$ cat config.mk
export PLATFORM = sky130hd
export DESIGN_NAME = pwm_core
export DESIGN_NICKNAME = d
export VERILOG_FILES = /design/src/rtl/pwm_core_pkg.sv /design/src/rtl/pwm_prescaler.sv /design/src/rtl/pwm_counter.sv /design/src/rtl/pwm_decoder.sv /design/src/rtl/pwm_outdrv.sv /design/src/rtl/pwm_core.sv
export SDC_FILE = /design/constraint.sdc
export NUM_CORES = 1
export LEC_CHECK = 0
export BUFFER_PORTS_ARGS = -buffer_cell sky130_fd_sc_hd__buf_2
export CORE_ASPECT_RATIO = 0.75
export CORE_MARGIN = 2
export CORE_UTILIZATION = 55
export CTS_CLUSTER_SIZE = 20
export DETAILED_ROUTE_END_ITERATION = 10
export PLACE_DENSITY = 0.75
export REMOVE_ABC_BUFFERS = 1
export SLEW_MARGIN = 30
export SYNTH_ARGS = -nofsm -noshare
export SYNTH_HDL_FRONTEND = slang
export SYNTH_SLANG_ARGS = --single-unit
$ cat constraint.sdc
create_clock -name clk -period 3.4 [get_ports clk]
set_input_delay 0.17 -clock clk [delete_from_list [all_inputs] [get_ports clk]]
set_output_delay 0.17 -clock clk [all_outputs]
set_load 0.05 [all_outputs]
$ cat src/rtl/pwm_core_pkg.sv
package pwm_core_pkg;
    localparam int NCH = 4;

    typedef enum logic [1:0] {
        LD_COMMON   = 2'd0,
        LD_PAIRED   = 2'd1,
        LD_SEPARATE = 2'd2,
        LD_WAVE     = 2'd3
    } load_mode_e;
endpackage

$ cat src/rtl/pwm_prescaler.sv
module pwm_prescaler #(
    parameter int PSW = 3
) (
    input  logic           clk,
    input  logic           rst_n,
    input  logic           en,
    input  logic [PSW-1:0] sel,
    output logic           tick
);
    localparam int DW = (1 << PSW) - 1;

    typedef struct packed {
        logic [DW-1:0] cnt;
    } st_t;

    st_t s_d, s_q;
    logic [DW-1:0] mask;

    always_comb begin
        s_d   = s_q;
        mask  = ~({DW{1'b1}} << sel);
        tick  = en & ((s_q.cnt & mask) == mask);
        s_d.cnt = en ? s_q.cnt + 1'b1 : '0;
    end

    always_ff @(posedge clk or negedge rst_n) begin
        if (!rst_n) s_q <= '0;
        else        s_q <= s_d;
    end
endmodule

$ cat src/rtl/pwm_counter.sv
module pwm_counter #(
    parameter int CW      = 15,
    parameter int TOP_RST = 1000
) (
    input  logic          clk,
    input  logic          rst_n,
    input  logic          en,
    input  logic          tick,
    input  logic          center,
    input  logic [CW-1:0] top_next,
    output logic [CW-1:0] cnt,
    output logic [CW-1:0] top_act,
    output logic          load,
    output logic          period_end
);
    localparam logic [CW-1:0] ONE = {{(CW-1){1'b0}}, 1'b1};

    typedef struct packed {
        logic [CW-1:0] cnt;
        logic          down;
        logic [CW-1:0] top;
        logic          pend;
    } st_t;

    st_t  s_d, s_q;
    logic wrap;

    always_comb begin
        s_d  = s_q;
        wrap = 1'b0;
        if (!center) s_d.down = 1'b0;
        if (!en) begin
            s_d.cnt  = '0;
            s_d.down = 1'b0;
        end else if (tick) begin
            if (!center) begin
                if (s_q.cnt >= s_q.top) begin
                    wrap    = 1'b1;
                    s_d.cnt = '0;
                end else begin
                    s_d.cnt = s_q.cnt + 1'b1;
                end
            end else if (!s_q.down) begin
                if (s_q.cnt >= s_q.top) begin
                    if (s_q.top <= ONE) begin
                        wrap    = 1'b1;
                        s_d.cnt = '0;
                    end else begin
                        s_d.cnt  = s_q.cnt - 1'b1;
                        s_d.down = 1'b1;
                    end
                end else begin
                    s_d.cnt = s_q.cnt + 1'b1;
                end
            end else begin
                if (s_q.cnt <= ONE) begin
                    wrap     = 1'b1;
                    s_d.cnt  = '0;
                    s_d.down = 1'b0;
                end else begin
                    s_d.cnt = s_q.cnt - 1'b1;
                end
            end
        end
        load     = ~en | wrap;
        if (load) s_d.top = top_next;
        s_d.pend = en & wrap;
    end

    always_ff @(posedge clk or negedge rst_n) begin
        if (!rst_n) begin
            s_q     <= '0;
            s_q.top <= CW'(TOP_RST);
        end else begin
            s_q <= s_d;
        end
    end

    assign cnt        = s_q.cnt;
    assign top_act    = s_q.top;
    assign period_end = s_q.pend;
endmodule

$ cat src/rtl/pwm_decoder.sv
module pwm_decoder
    import pwm_core_pkg::*;
#(
    parameter int CW      = 15,
    parameter int TOP_RST = 1000
) (
    input  logic                    clk,
    input  logic                    rst_n,
    input  load_mode_e              mode,
    input  logic [CW-1:0]           top_cfg,
    input  logic                    wd_valid,
    input  logic [CW:0]             wd_data,
    output logic                    wd_ready,
    input  logic                    load,
    output logic [NCH-1:0][CW:0]    act,
    output logic [CW-1:0]           top_next
);
    localparam int IW = $clog2(NCH);

    typedef struct packed {
        logic [NCH-1:0][CW:0] pend;
        logic [NCH-1:0][CW:0] act;
        logic [CW-1:0]        ptop;
        logic [IW-1:0]        idx;
        logic                 full;
        load_mode_e           mode;
    } st_t;

    st_t           s_d, s_q;
    logic          accept;
    logic [IW-1:0] idx_eff;
    logic [IW-1:0] last;

    always_comb begin
        s_d     = s_q;
        s_d.mode = mode;
        idx_eff = (mode != s_q.mode) ? '0 : s_q.idx;
        case (mode)
            LD_COMMON: last = '0;
            LD_PAIRED: last = IW'(1);
            default:   last = IW'(NCH - 1);
        endcase
        accept = wd_valid & ~s_q.full;
        s_d.idx = idx_eff;
        if (accept) begin
            case (mode)
                LD_COMMON: begin
                    for (int i = 0; i < NCH; i++) s_d.pend[i] = wd_data;
                end
                LD_PAIRED: begin
                    for (int i = 0; i < NCH; i++)
                        if (i / 2 == int'(idx_eff)) s_d.pend[i] = wd_data;
                end
                LD_SEPARATE: s_d.pend[idx_eff] = wd_data;
                default: begin
                    if (idx_eff == last) s_d.ptop = wd_data[CW-1:0];
                    else                 s_d.pend[idx_eff] = wd_data;
                end
            endcase
            s_d.idx = (idx_eff == last) ? '0 : idx_eff + 1'b1;
        end
        if (accept && (idx_eff == last)) s_d.full = 1'b1;
        else if (load)                   s_d.full = 1'b0;
        if (load) s_d.act = s_q.pend;
    end

    always_ff @(posedge clk or negedge rst_n) begin
        if (!rst_n) begin
            s_q      <= '0;
            s_q.ptop <= CW'(TOP_RST);
        end else begin
            s_q <= s_d;
        end
    end

    assign wd_ready = ~s_q.full;
    assign act      = s_q.act;
    assign top_next = (mode == LD_WAVE) ? s_q.ptop : top_cfg;
endmodule

$ cat src/rtl/pwm_outdrv.sv
module pwm_outdrv
    import pwm_core_pkg::*;
#(
    parameter int CW = 15
) (
    input  logic                 en,
    input  logic                 wave,
    input  logic [CW-1:0]        cnt,
    input  logic [NCH-1:0][CW:0] cmp,
    input  logic [NCH-1:0]       off,
    output logic [NCH-1:0]       out
);
    for (genvar g = 0; g < NCH; g++) begin : g_ch
        logic lvl;
        assign lvl = (cnt < cmp[g][CW-1:0]) ^ cmp[g][CW];
        if (g == NCH - 1) begin : g_last
            assign out[g] = en & ~off[g] & ~wave & lvl;
        end else begin : g_norm
            assign out[g] = en & ~off[g] & lvl;
        end
    end
endmodule

$ cat src/rtl/pwm_core.sv
module pwm_core
    import pwm_core_pkg::*;
#(
    parameter int CW      = 15,
    parameter int PSW     = 3,
    parameter int TOP_RST = 1000
) (
    input  logic           clk,
    input  logic           rst_n,
    input  logic           enable,
    input  logic [PSW-1:0] div_sel,
    input  logic           center_mode,
    input  logic [1:0]     load_mode,
    input  logic [CW-1:0]  top_cfg,
    input  logic [NCH-1:0] chan_off,
    input  logic           wd_valid,
    input  logic [CW:0]    wd_data,
    output logic           wd_ready,
    output logic [NCH-1:0] pwm_out,
    output logic           period_end
);
    logic                 tick_w;
    logic                 load_w;
    logic [CW-1:0]        cnt_w;
    logic [CW-1:0]        top_w;
    logic [CW-1:0]        topn_w;
    logic [NCH-1:0][CW:0] act_w;
    load_mode_e           mode_w;

    assign mode_w = load_mode_e'(load_mode);

    pwm_prescaler #(.PSW(PSW)) u_pre (
        .clk (clk),
        .rst_n (rst_n),
        .en  (enable),
        .sel (div_sel),
        .tick(tick_w)
    );

    pwm_counter #(.CW(CW), .TOP_RST(TOP_RST)) u_cnt (
        .clk       (clk),
        .rst_n     (rst_n),
        .en        (enable),
        .tick      (tick_w),
        .center    (center_mode),
        .top_next  (topn_w),
        .cnt       (cnt_w),
        .top_act   (top_w),
        .load      (load_w),
        .period_end(period_end)
    );

    pwm_decoder #(.CW(CW), .TOP_RST(TOP_RST)) u_dec (
        .clk     (clk),
        .rst_n   (rst_n),
        .mode    (mode_w),
        .top_cfg (top_cfg),
        .wd_valid(wd_valid),
        .wd_data (wd_data),
        .wd_ready(wd_ready),
        .load    (load_w),
        .act     (act_w),
        .top_next(topn_w)
    );

    pwm_outdrv #(.CW(CW)) u_out (
        .en  (enable),
        .wave(mode_w == LD_WAVE),
        .cnt (cnt_w),
        .cmp (act_w),
        .off (chan_off),
        .out (pwm_out)
    );
endmodule

==> results.txt, run 1 <==
The most frequently used cell type in the post-synthesis netlist is sky130_fd_sc_hd__dfrtp_1. The top fanout value on the critical path came out at 6. The number of global-route vias before repair came out at 7182. The number of antenna violations at the first check in global routing came to 0. The launching element type of the critical path is a register. The number of diodes is 0. The clock period could shrink to 3.30 ns. The most used flip-flop cell after synthesis is sky130_fd_sc_hd__dfrtp_1. The final core area utilization is 0.636. For the worst setup path, the data arrival time is 3.13 ns. The final setup violation count came out at 0. The buffer depth of the longest clock path came out at 2. The number of pins exceeding their max-slew limit in the final report is 0.

Once the clock tree was built, the setup fixing pass inserted 0 buffers. The width of the chip is 160 um. Timing would allow up to 303 MHz. The final weighted congestion of routability-driven global placement is 0.886. The proportion of netlist area held by the largest area contributor came out at 0.438. The final cell count without fillers came out at 1281. The instance area at placement is 10600 um2. The worst voltage drop across the vdd grid came out at 0.312 mV. The count of fill cells added during filler insertion came out at 1432. The mean number of vias per cell came out at 5.82. In the final routed layout, each cell accounts on average for 18.4 um. The xor/xnor cell area share of the yosys netlist is 0.00964.

Of the cells placed in the final design, the portion with a size suffix greater than 1 is 0.224. After clock tree synthesis, the clock-pin slew on the worst setup and hold paths is 0.07 ns. Across every metal layer, demand over resource in global routing totals 0.259. The share of the Yosys chip area taken by registers is 0.470. The overall routed net length came out at 23600 um.

The flow ran to the end, and the final reports show no timing, DRC or antenna violations. The relative max-transition margin came out at 0.443. The vertical die dimension is 121 um. Across the routed clock network, the largest skew measured is 0.0205 ns. The initial core utilization is 0.564. The detailed-route DRC error count is 0. The later pin in the worst-skew pair is clocked with a latency of 0.44 ns.

The Yosys step of the flow raised 0 warnings. The final design area excluding fillers came out at 11300 um2. The pin count of the biggest net entering global routing is 75. After synthesis, the most frequently instantiated cells are sky130_fd_sc_hd__dfrtp_1 (175), sky130_fd_sc_hd__nand2_1 (96), sky130_fd_sc_hd__inv_1 (84). The share of the synthesized area in compound gates (AO/OA/AOI/OAI) was 0.129.

The leakage dissipation is 0.00550 uW. The floorplan has 42 rows. The number of clock sinks is 187. In this run the worst hold path is classified as in -> reg.

Counting flops with a built-in enable in the synthesized netlist gives 0. The largest family of logic cells by synthesized area is compound AO/OA/AOI/OAI gates. The area overhead of the layout relative to synthesis came out at 12.7%.

The total number of H-tree levels is 4. The number of resized instances in the post-cts repair step is 0. The mux contribution to synthesized area is 0.118. The average cell area after synthesis came out at 10.5 um2. The power per cell area came out at 565 nW/um2.

The area of the placeable core came out at 17700 um2. The number of synthesized register bits came out at 187. The area of the die is 19300 um2.

The half-perimeter wire length after placement came out at 17200 um. The slew at the pin with the worst max-slew slack is 0.835 ns. The number of nets in the finished design is 1150.

The count of placed standard cells including taps is 1246. The critical path required time came out at 3.23 ns. The biggest area contributor in the post-synthesis netlist is sky130_fd_sc_hd__dfrtp_1. The area fraction in and, or, nand and nor cells after synthesis came out at 0.118.

Once detail routing completed, the nets flagged for antenna violations numbered 0. The critical path class is reg -> out. The number of top-level design ports is 51. The share of flip-flops with an asynchronous set or reset after synthesis is 1.00.

The capturing element type of the critical path is an output pin. The worst hold slack after final layout came out at 0.0190 ns. The final global-route overflow total is 0. TritonCTS built the clock tree.

Yosys attributes the largest share of cell area to sky130_fd_sc_hd__dfrtp_1 (44%), sky130_fd_sc_hd__ha_1 (9.9%), sky130_fd_sc_hd__mux2_2 (8.8%). The number of vias in the routed layout is 7452. Synthesis produced a netlist whose cell count is 955. In this run the tool buffered the top-level ports with 50 buffer cells. The mapped cell area came out at 9990 um2. The hold buffer count at cts came out at 3. The pre-antenna-repair detailed-routing pass consisted of 5 iterations. The clock tree root driver cell is sky130_fd_sc_hd__clkbuf_16. The post-route fraction of the period consumed by the critical path came out at 0.971. The number of design-rule violations left by the first detailed-router iteration is 555. Setup repair after global routing left no endpoint under its margin. The share of synthesized cell area in full adder, half adder and majority cells came out at 0.0989. The hold violation count in the final report is 0. The first-pass GRT wire length is 38500 um. Counting the buffers created by CTS gives 17. The tool flagged a number of max-cap violations equal to 0. The unique cell type count in the Yosys netlist came out at 76.
[flip-flops by register name, indices dropped and copies added, names as in the netlist]
register          flops
u_cnt.cnt            15
u_dec.s_q            84
u_cnt.top_act        15
u_dec.act            64
u_cnt.s_q             1
u_cnt.period_end      1
u_pre.s_q             7
[cells in the final DEF, fill, tap and decap left out, types with 4 or more instances in the layout]
| master | instances |
|---|---|
| sky130_fd_sc_hd__nor4_1 | 7 |
| sky130_fd_sc_hd__mux2_4 | 10 |
| sky130_fd_sc_hd__and2_1 | 4 |
| sky130_fd_sc_hd__inv_1 | 84 |
| sky130_fd_sc_hd__xnor2_1 | 4 |
| sky130_fd_sc_hd__o22ai_1 | 5 |
| sky130_fd_sc_hd__o211ai_1 | 6 |
| sky130_fd_sc_hd__ha_1 | 79 |
| sky130_fd_sc_hd__nand3_1 | 25 |
| sky130_fd_sc_hd__nor3_1 | 22 |
| sky130_fd_sc_hd__a21oi_1 | 48 |
| sky130_fd_sc_hd__o31a_1 | 4 |
| sky130_fd_sc_hd__buf_2 | 49 |
| sky130_fd_sc_hd__or3_1 | 4 |
| sky130_fd_sc_hd__nand2_1 | 96 |
| sky130_fd_sc_hd__xor2_1 | 7 |
| sky130_fd_sc_hd__inv_6 | 5 |
| sky130_fd_sc_hd__nand2b_1 | 8 |
| sky130_fd_sc_hd__and3_1 | 6 |
| sky130_fd_sc_hd__a31oi_1 | 6 |
| sky130_fd_sc_hd__o31ai_1 | 4 |
| sky130_fd_sc_hd__a21o_1 | 11 |
| sky130_fd_sc_hd__buf_4 | 34 |
| sky130_fd_sc_hd__o21ai_0 | 79 |
| sky130_fd_sc_hd__nor2_1 | 47 |
| sky130_fd_sc_hd__mux2i_1 | 15 |
| sky130_fd_sc_hd__clkbuf_16 | 17 |
| sky130_fd_sc_hd__dfstp_2 | 12 |
| sky130_fd_sc_hd__mux2_2 | 78 |
| sky130_fd_sc_hd__o2111ai_1 | 4 |
| sky130_fd_sc_hd__nand4_1 | 10 |
| sky130_fd_sc_hd__dfrtp_1 | 175 |
[final cells by class]
cell class                      instances  area, um2  area share
Inverter                               85        319      0.0283
Clock buffer                           19        453      0.0402
Timing Repair Buffer                   89        584      0.0519
Tap cell                              242        303      0.0269
Sequential cell                       187       4690       0.417
Clock inverter                         13        168      0.0149
Multi-Input combinational cell        646       4740       0.421
[cells by family after synthesis]
family          count (synthesis)
simple gates                  248
fa+ha+maj                      79
flops                         187
compound gates                205
xor+xnor                       11
buf+inv                       122
mux                           103
[critical path, stage by stage (launching register included)]
cell and delay [ns]:
sky130_fd_sc_hd__dfrtp_1 0.49, sky130_fd_sc_hd__buf_4 0.22, sky130_fd_sc_hd__ha_1 0.30, sky130_fd_sc_hd__and3_1 0.18, sky130_fd_sc_hd__a21oi_1 0.11, sky130_fd_sc_hd__o21ai_0 0.11, sky130_fd_sc_hd__o31a_1 0.26, sky130_fd_sc_hd__or3_1 0.31
sky130_fd_sc_hd__a211oi_1 0.38, sky130_fd_sc_hd__buf_2 0.34
[path summary, 6_finish.rpt]
check / cells past startpoint / end / startpoint / slack, ns
worst max-delay path: 9 / pwm_out[2] / u_cnt.cnt[4]$_DFFE_PN0P_ / 0.1
max in group asynchronous: 3 / u_cnt.top_act[14]$_DFFE_PN0P_ / rst_n / 2.23
worst max register to register: 11 / u_dec.act[3]$_DFFE_PN0P_ / u_cnt.cnt[0]$_DFFE_PN0P_ / 0.42
worst min-delay path: 2 / u_dec.s_q[5]$_DFFE_PN0P_ / wd_data[0] / 0.02
worst min register to register: 2 / u_dec.act[30]$_DFFE_PN0P_ / u_dec.s_q[114]$_DFFE_PN0P_ / 0.47
min in group asynchronous: 2 / u_pre.s_q[5]$_DFF_PN0_ / rst_n / 0.31
[layer usage]
metal  part of all wire  vias to the layer above  GRT usage
li1                   -                     3517          -
met1               0.49                     3667      0.390
met2               0.43                      248      0.388
met3              0.067                       20     0.0501
met4              0.011                        0     0.0602
met5                  0                        -          0
[report_power, final]
group	leakage, uW	internal, uW	switching, uW
logic	0.00293	607	738
registers	0.00226	2690	237
clock network	0.000308	1160	936
[per-stage QoR]
step	power, uW	setup slack, ns	setup TNS, ns
after floorplan	3800	-0.103	-0.823
final	6360	0.0986	0
after global routing	6700	0.0731	0
after detailed placement	4290	0.532	0
after global placement	4220	0.582	0
after CTS	6380	0.164	0
No activity file was read; power rests on OpenSTA's default activity.
==> run 2, diff against run 1 <==
SYNTH_HIERARCHICAL = 1   (was unset)
==> run 2 against run 1 <==
  * The flow now finishes with violations (design-rule violations)
  * Worst setup slack improved by 0.011 ns
  * Fmax grew 0.35%
  * Critical path depth down 1
  * Clock skew decreased by 0.0099 ns
  * Total power is 0.85% lower
  * Sequential power barely moved
  * Hold slack better by 0.0066 ns
  * Critical path type unchanged
  * Critical endpoint is now pwm_out[3]
  * Largest cell class unchanged
  * Largest power group unchanged
  * Highest routed layer unchanged
==> results.txt, run 2 <==
The number of antenna violations at the first check in global routing is 0 (unchanged). The worst slack after detailed placement came out at 0.405 ns (-0.127 ns). The critical path required time was 3.23 ns (about the same). The number of pins exceeding their max-slew limit in the final report is 0 (unchanged). The number of global-route vias before repair was 7061 (-1.7%).

The number of diodes is 0 (unchanged). The number of top-level design ports was 51 (unchanged). The start point of the critical path is u_cnt/cnt[2]$_DFFE_PN0P_. The mean number of vias per cell is 5.85 (+0.58%).

The worst hold slack after final layout came out at 0.0256 ns (+0.00657 ns). The final weighted congestion of routability-driven global placement came out at 0.880 (-0.71%). The number of buffers created by CTS was 17 (unchanged). STA classifies the critical path startpoint as a register. The time the final worst path needs with I/O delays and setup came out at 3.29 ns (-0.0114 ns). The cell internal power dissipation came out at 4510 uW (+1.3%). The area of the die is 21200 um2 (+10%). The placement row count came out at 44 (+4.8%).

The final design area excluding fillers came out at 11800 um2 (+4.5%). The library cell used most frequently in the layout, excluding fill and tap cells, is sky130_fd_sc_hd__dfrtp_1. The number of synthesis warnings is 6 (+6).

The top achievable clock speed is 304 MHz (+0.35%). The number of resized instances in the post-cts repair step is 0 (unchanged). The leakage dissipation is 0.00564 uW (+2.4%). The cell at the slowest stage of the critical path is sky130_fd_sc_hd__dfrtp_1. The clock skew after layout came out at 0.0107 ns (-0.00985 ns). The endpoint arrival time on the critical path came to 3.12 ns (about the same). The kind of cell with the highest combined delay along the critical path is compound AO/OA/AOI/OAI gates. The power per cell area is 536 nW/um2 (-5.1%). The flip-flop count of the largest register after layout came out at 84 (unchanged). The post-route fraction of the period consumed by the critical path came out at 0.968 (-0.00334). The average cell area after synthesis came out at 11.4 um2 (+8.9%). The mapped cell area is 11000 um2 (+10%). The instance area at placement came out at 11100 um2 (+4.6%). Setup repair after global routing left no endpoint under its margin. The area overhead of the layout relative to synthesis came out at 6.69%. The number of nets still failing antenna checks after routing came to 0 (unchanged). The switching power as a share of total power is 0.285 (-0.0152). The detailed-route DRC error count came out at 1 (+1). The slew at the pin with the worst max-slew slack was 0.861 ns (+0.0259 ns).

The number of buffers and inverters on the critical path is 2 (unchanged). The depth of the worst register-to-register path came out at 10 (-1). The sequential power share came out at 0.466 (+0.006). The terminus of the critical flop-to-flop path is u_cnt/cnt[9]$_DFFE_PN0P_. The clock insertion delay at the later pin of the skew report is 0.44 ns (about the same).

The flow ran to the end, but the final reports show violations. The number of clock sinks is 187 (unchanged). The capturing element type of the critical path is an output pin. The first-pass GRT wire length is 38200 um (-0.93%). The hold violation count in the final report is 0 (unchanged). The relative max-transition margin came out at 0.426 (-0.0172).

The cell depth of the worst setup path is 8 (-1). The class of the tightest hold or removal check is in -> reg. The overall routed net length came out at 23200 um (-1.5%). The buffer depth of the longest clock path came out at 2 (unchanged). The initial core utilization is 0.566 (+0.00185). The vertical die dimension is 127 um (+4.9%). The number of design-rule violations left by the first detailed-router iteration came to 849 (+53%).

The total routing resource utilization after global routing is 0.231 (-0.0277). The count of fill cells added during filler insertion is 1543 (+7.8%). The largest register by flop count is u_dec/s_q. The number of vias in the routed layout came to 7185 (-3.6%).

The half-perimeter wire length after placement is 16300 um (-5.2%). The delay contributed by the slowest stage of the critical path came to 0.46 ns (-0.03 ns). The top fanout value on the critical path came out at 12 (+6).

The buffers inserted during post-CTS setup optimization is 0 (unchanged). The final global-route overflow total came to 0 (unchanged). The final reports fail on design-rule violations. The number of nets in the finished design came out at 1086 (-5.6%). The average wire length per cell after detail routing came out at 18.9 um (+2.8%).

TritonCTS built the clock tree. The fraction of power consumed by combinational cells was 0.201 (-0.010). The area of the placeable core came out at 19500 um2 (+10%). In the layout the commonest cells are sky130_fd_sc_hd__dfrtp_1 (175), sky130_fd_sc_hd__mux2_2 (137), sky130_fd_sc_hd__inv_1 (83), sky130_fd_sc_hd__ha_1 (79), sky130_fd_sc_hd__buf_2 (49). The final setup violation count came out at 0 (unchanged). The worst voltage drop across the vdd grid is 0.362 mV (+16%). The length of the first detailed-routing pass in iterations is 8 (+3).

The share of layout cells above drive strength 1 came out at 0.332 (+0.108). The number of I/O port buffers was 50 (unchanged). The register clock-pin slew on the reported worst setup and hold paths came out at 0.07 ns (about the same). The post-layout total power came out at 6310 uW (-0.85%). The final setup slack of the worst path came out at 0.110 ns (+0.0114 ns). The switching power came out at 1800 uW (-5.9%). The reg-to-reg critical path startpoint is u_cnt/top_act[8]$_DFFE_PN1P_. Walking the worst path, the cells encountered are buf_4 > ha_1 > a21o_1 > a31oi_1 > o21ai_1 > a211oi_2 > mux2i_1 > buf_2.

The width of the chip was 168 um (+4.9%). The pin count of the biggest net entering global routing came out at 105 (+40%). In this run the worst setup path terminates at pwm_out[3]. The post-synthesis cell count came out at 968 (+1.4%). The number of max-cap violations was 0 (unchanged). CTS placed an instance of sky130_fd_sc_hd__clkbuf_16 at the clock tree root. The register-to-register setup slack is 0.31 ns (-0.11 ns). The critical path is of the reg -> out type. The total number of H-tree levels was 4 (unchanged).

The relative contribution of the clock network to total power was 0.333 (+0.004).
[run 2: worst register-to-register path, stage by stage, from the launching register on]
cell                       delay (ns)
sky130_fd_sc_hd__dfstp_2         0.54
sky130_fd_sc_hd__inv_1           0.04
sky130_fd_sc_hd__ha_1            0.29
sky130_fd_sc_hd__a21o_1          0.16
sky130_fd_sc_hd__a221o_1         0.31
sky130_fd_sc_hd__a221oi_1        0.23
sky130_fd_sc_hd__o21ai_1         0.17
sky130_fd_sc_hd__buf_4           0.24
sky130_fd_sc_hd__nor3_2          0.53
sky130_fd_sc_hd__a221oi_1        0.21
sky130_fd_sc_hd__o32ai_1         0.27
[run 2: metal layers]
layer	wire length, um	GRT usage	vias up
met5	0	0	-
li1	-	-	3362
met2	9910	0.339	229
met1	11400	0.348	3574
met4	316	0.0552	0
met3	1620	0.0537	20
[run 2: metrics by stage]
step / util / TNS (ns) / instances
6_report: 0.604 / 0 / 1228
5_1_grt: 0.604 / 0 / 1228
4_1_cts: 0.604 / 0 / 1228
3_5_place_dp: 0.569 / 0 / 1192
3_3_place_gp: 0.569 / 0 / 1192
2_1_floorplan: - / -57.52 / 859
[run 2: area by class of cell]
| type | count | area [um2] | share of cell area |
|---|---|---|---|
| Clock buffer | 19 | 453 | 0.0385 |
| Clock inverter | 13 | 179 | 0.0152 |
| Inverter | 83 | 312 | 0.0265 |
| Multi-Input combinational cell | 589 | 5240 | 0.445 |
| Sequential cell | 187 | 4690 | 0.399 |
| Tap cell | 253 | 317 | 0.0269 |
| Timing Repair Buffer | 84 | 574 | 0.0488 |
[run 2: repair_timing]
action                                 4_1_cts  5_1_grt
setup endpoints to repair                    0        0
endpoints found under the hold margin      103        0
hold buffers                                 4        0
[run 2: worst min-delay path by stage]
stage,start,endpoint,cells past startpoint,slack (ns)
floorplan,rst_n,u_cnt/cnt[0]$_DFFE_PN0P_,0,-0.13
global placement,rst_n,u_dec/act[50]$_DFFE_PN0P_,1,0.33
detailed placement,rst_n,u_dec/act[50]$_DFFE_PN0P_,1,0.33
CTS,wd_data[8],u_dec/s_q[108]$_DFFE_PN0P_,2,0.009
global route,wd_data[3],u_dec/s_q[135]$_DFFE_PN0P_,2,0.02
finish,wd_data[8],u_dec/s_q[108]$_DFFE_PN0P_,2,0.03
[run 2: power groups by stage]
| stage | combinational (uW) | sequential, uW | clock [uW] |
|---|---|---|---|
| final | 1270 | 2940 | 2100 |
| after global routing | 1400 | 3000 | 2230 |
| after CTS | 1270 | 2940 | 2140 |
| after detailed placement | 1250 | 2980 | 0 |
| after global placement | 1190 | 2960 | 0 |
| after floorplan | 929 | 2880 | 0 |
==> run 3, diff against run 2 <==
RECOVER_POWER = 25   (was unset)
==> run 3 against run 2 <==
  * Sequential power hardly changed
  * Global-route usage stayed put
  * First-iteration DRC count is 0.24% higher
  * Routed wire length hardly changed
  * The flow finishes with violations (design-rule violations, max-capacitance violations, max-slew violations)
  * Largest power group unchanged
  * Die area stayed put
  * Combinational power hardly changed
  * Total power hardly changed
  * Sequential share of layout area hardly changed
  * Final area hardly changed
  * Non-clock buffer count stayed put
==> results.txt, run 3 (same netlist as run 2, synthesis figures left out) <==
The endpoint arrival time on the critical path is 3.13 ns (about the same). The final cell count without fillers came to 1228 (unchanged). The final design area excluding fillers came to 11800 um2 (about the same).

The overall routed net length is 23200 um (about the same). The vertical die dimension came out at 127 um (unchanged). The destination of the worst hold path is u_dec/s_q[108]$_DFFE_PN0P_. The number of design-rule violations left by the first detailed-router iteration is 851 (+0.24%).

The final weighted congestion of routability-driven global placement is 0.880 (unchanged). The count of placed standard cells including taps came out at 1192 (unchanged). The number of buffers created by CTS came out at 17 (unchanged). The number of max-cap violations was 1 (+1). The register-to-register setup slack came out at 0.31 ns (about the same). The startpoint of the worst hold path is wd_data[8]. The mean number of vias per cell is 5.87 (+0.38%). The leakage dissipation is 0.00563 uW (-0.18%). The number of vias in the routed layout is 7212 (+0.38%). The area of the placeable core is 19500 um2 (unchanged).

The number of diodes came out at 0 (unchanged). The delay contributed by the slowest stage of the critical path came out at 0.46 ns (about the same). The relative max-transition margin came out at -0.751 (-1.18). The clock skew after layout came out at 0.0111 ns (+0.000463 ns). The count of fill cells added during filler insertion is 1546 (+0.19%). The hold violation count in the final report is 0 (unchanged). The worst hold slack after final layout came out at 0.0257 ns (+0.0000746 ns). The number of top-level design ports is 51 (unchanged). The largest individual stage delay along the critical path comes from the cell sky130_fd_sc_hd__dfrtp_1.

The final setup violation count came out at 0 (unchanged). The area overhead of the layout relative to synthesis came out at 6.59% (about the same). Leaving out fill and tap cells, the most frequent cell in the layout is sky130_fd_sc_hd__dfrtp_1. Leaving out fill and tap cells, the most frequent cells in the layout are sky130_fd_sc_hd__dfrtp_1 (175), sky130_fd_sc_hd__mux2_2 (137), sky130_fd_sc_hd__inv_1 (83), sky130_fd_sc_hd__ha_1 (79), sky130_fd_sc_hd__buf_2 (47).

The total number of H-tree levels is 4 (unchanged). The min-delay analysis places its worst path in the category in -> reg. The number of buffers and inverters on the critical path came out at 2 (unchanged). The pin count of the biggest net entering global routing is 105 (unchanged). The average wire length per cell after detail routing is 18.9 um (about the same). The initial core utilization is 0.566 (unchanged). The detailed-route DRC error count is 1 (unchanged). The flow ran to the end, but the final reports show violations. In this design, the largest share of critical-path delay is due to compound AO/OA/AOI/OAI gates.

The depth of the worst hold-timing path is 2 (unchanged). The buffer depth of the longest clock path came out at 2 (unchanged). Counting flops per register, the top entry is u_dec/s_q. The final core area utilization is 0.603 (about the same). The number of global-route vias before repair came out at 7061 (unchanged). The reg-to-reg critical path startpoint is u_cnt/top_act[8]$_DFFE_PN1P_. The final reports fail on design-rule violations, max-capacitance violations, max-slew violations. The total routing resource utilization after global routing came out at 0.231 (unchanged). The number of nets in the finished design came out at 1086 (unchanged). The register clock-pin slew on the reported worst setup and hold paths came out at 0.07 ns (about the same).

TritonCTS built the clock tree. CTS placed an instance of sky130_fd_sc_hd__clkbuf_16 at the clock tree root. The half-perimeter wire length after placement came to 16300 um (unchanged). The endpoint identified for the worst register-to-register timing path is u_cnt/cnt[9]$_DFFE_PN0P_. The area of the die is 21200 um2 (unchanged). The worst voltage drop across the vdd grid came out at 0.363 mV (+0.14%). The number of I/O port buffers is 50 (unchanged). Setup repair after global routing left no endpoint under its margin. The width of the chip was 168 um (unchanged). The number of nets still failing antenna checks after routing is 0 (unchanged).

The number of resized instances in the post-cts repair step is 0 (unchanged). Traced cell by cell, the critical path runs through buf_4 > ha_1 > a21o_1 > a31oi_1 > o21ai_1 > a211oi_2 > mux2i_1 > buf_2. The top fanout value on the critical path is 12 (unchanged). The slew at the pin with the worst max-slew slack is 2.63 ns (+1.77 ns). The first-pass GRT wire length came out at 38200 um (unchanged). The number of pins exceeding their max-slew limit in the final report came out at 104 (+104).

The final global-route overflow total is 0 (unchanged). The clock insertion delay at the later pin of the skew report is 0.44 ns (about the same). The instance area at placement was 11100 um2 (unchanged). The power per cell area is 537 nW/um2 (about the same). The share of layout cells above drive strength 1 is 0.330 (-0.00205). The length of the first detailed-routing pass in iterations came out at 8 (unchanged). The top achievable clock speed was 303 MHz (-0.35%). The time the final worst path needs with I/O delays and setup is 3.30 ns (+0.0116 ns). The number of clock sinks is 187 (unchanged). The post-route fraction of the period consumed by the critical path is 0.971 (+0.00340). The worst setup path is captured at an output pin. The number of antenna violations at the first check in global routing came out at 0 (unchanged). The worst slack after detailed placement was 0.405 ns (unchanged). The worst setup path is of the reg -> out kind.

The flip-flop count of the largest register after layout came out at 84 (unchanged). The final setup slack of the worst path is 0.0984 ns (-0.0116 ns). The launching element type of the critical path is a register. The critical path required time is 3.23 ns (about the same). The placement row count is 44 (unchanged). The depth of the worst register-to-register path came out at 10 (unchanged).
run 3: cell types whose count changed in the layout (fill, tap and decap cells not counted):
| cell | previous run | this run |
|---|---|---|
| sky130_fd_sc_hd__clkbuf_1 | 0 | 2 |
| sky130_fd_sc_hd__buf_2 | 49 | 47 |
| sky130_fd_sc_hd__clkbuf_8 | 3 | 2 |
| sky130_fd_sc_hd__and2_0 | 1 | 3 |
| sky130_fd_sc_hd__and2_1 | 9 | 7 |
| sky130_fd_sc_hd__clkbuf_2 | 0 | 1 |
run 3: worst reg2reg max path: stages, from the launching register on:
cell and delay (ns):
sky130_fd_sc_hd__dfstp_2 0.55, sky130_fd_sc_hd__inv_1 0.05, sky130_fd_sc_hd__ha_1 0.29, sky130_fd_sc_hd__a21o_1 0.16
sky130_fd_sc_hd__a221o_1 0.31, sky130_fd_sc_hd__a221oi_1 0.23, sky130_fd_sc_hd__o21ai_1 0.17, sky130_fd_sc_hd__buf_4 0.24
sky130_fd_sc_hd__nor3_2 0.53, sky130_fd_sc_hd__a221oi_1 0.21, sky130_fd_sc_hd__o32ai_1 0.27
run 3: power by group:
| group | internal [uW] | switching, uW |
|---|---|---|
| Combinational | 669 | 596 |
| Sequential | 2680 | 262 |
| Clock | 1160 | 941 |
| Total | 4510 | 1800 |
run 3: routing by layer:
metal / vias to the layer above / global-route usage / wire length, um
met5: - / 0 / 0
met4: 0 / 0.0552 / 333
met3: 23 / 0.0537 / 1730
met2: 250 / 0.339 / 9870
met1: 3574 / 0.348 / 11300
li1: 3365 / - / -
run 3: final cells by class:
| class | instances | area (um2) | area share |
|---|---|---|---|
| Sequential cell | 187 | 4690 | 0.399 |
| Timing Repair Buffer | 84 | 563 | 0.0479 |
| Tap cell | 253 | 317 | 0.0269 |
| Inverter | 83 | 312 | 0.0265 |
| Clock inverter | 13 | 179 | 0.0152 |
| Clock buffer | 19 | 453 | 0.0385 |
| Multi-Input combinational cell | 589 | 5240 | 0.446 |
run 3: how the worst max path moves through the flow:
stage,end,cells past startpoint,startpoint,slack [ns]
after global placement,u_cnt/cnt[9]$_DFFE_PN0P_,10,u_cnt/top_act[8]$_DFFE_PN1P_,0.50
after floorplan,u_cnt/top_act[0]$_DFFE_PN0P_,8,u_cnt/cnt[2]$_DFFE_PN0P_,-0.73
after global routing,pwm_out[3],8,u_cnt/cnt[2]$_DFFE_PN0P_,0.03
final,pwm_out[3],8,u_cnt/cnt[2]$_DFFE_PN0P_,0.1
after detailed placement,u_cnt/cnt[9]$_DFFE_PN0P_,10,u_cnt/top_act[8]$_DFFE_PN1P_,0.41
after CTS,pwm_out[3],8,u_cnt/cnt[2]$_DFFE_PN0P_,0.16
run 3: repair_timing:
action | CTS | global route
hold endpoints to repair | 103 | 0
setup buffers | 0 | 0
hold buffers | 4 | 0
run 3: stage by stage:
step                total power (uW)  TNS [ns]
floorplan                       3810    -57.52
detailed placement              4230         0
finish                          6310         0
global route                    6630         0
global placement                4150         0
CTS                             6350         0
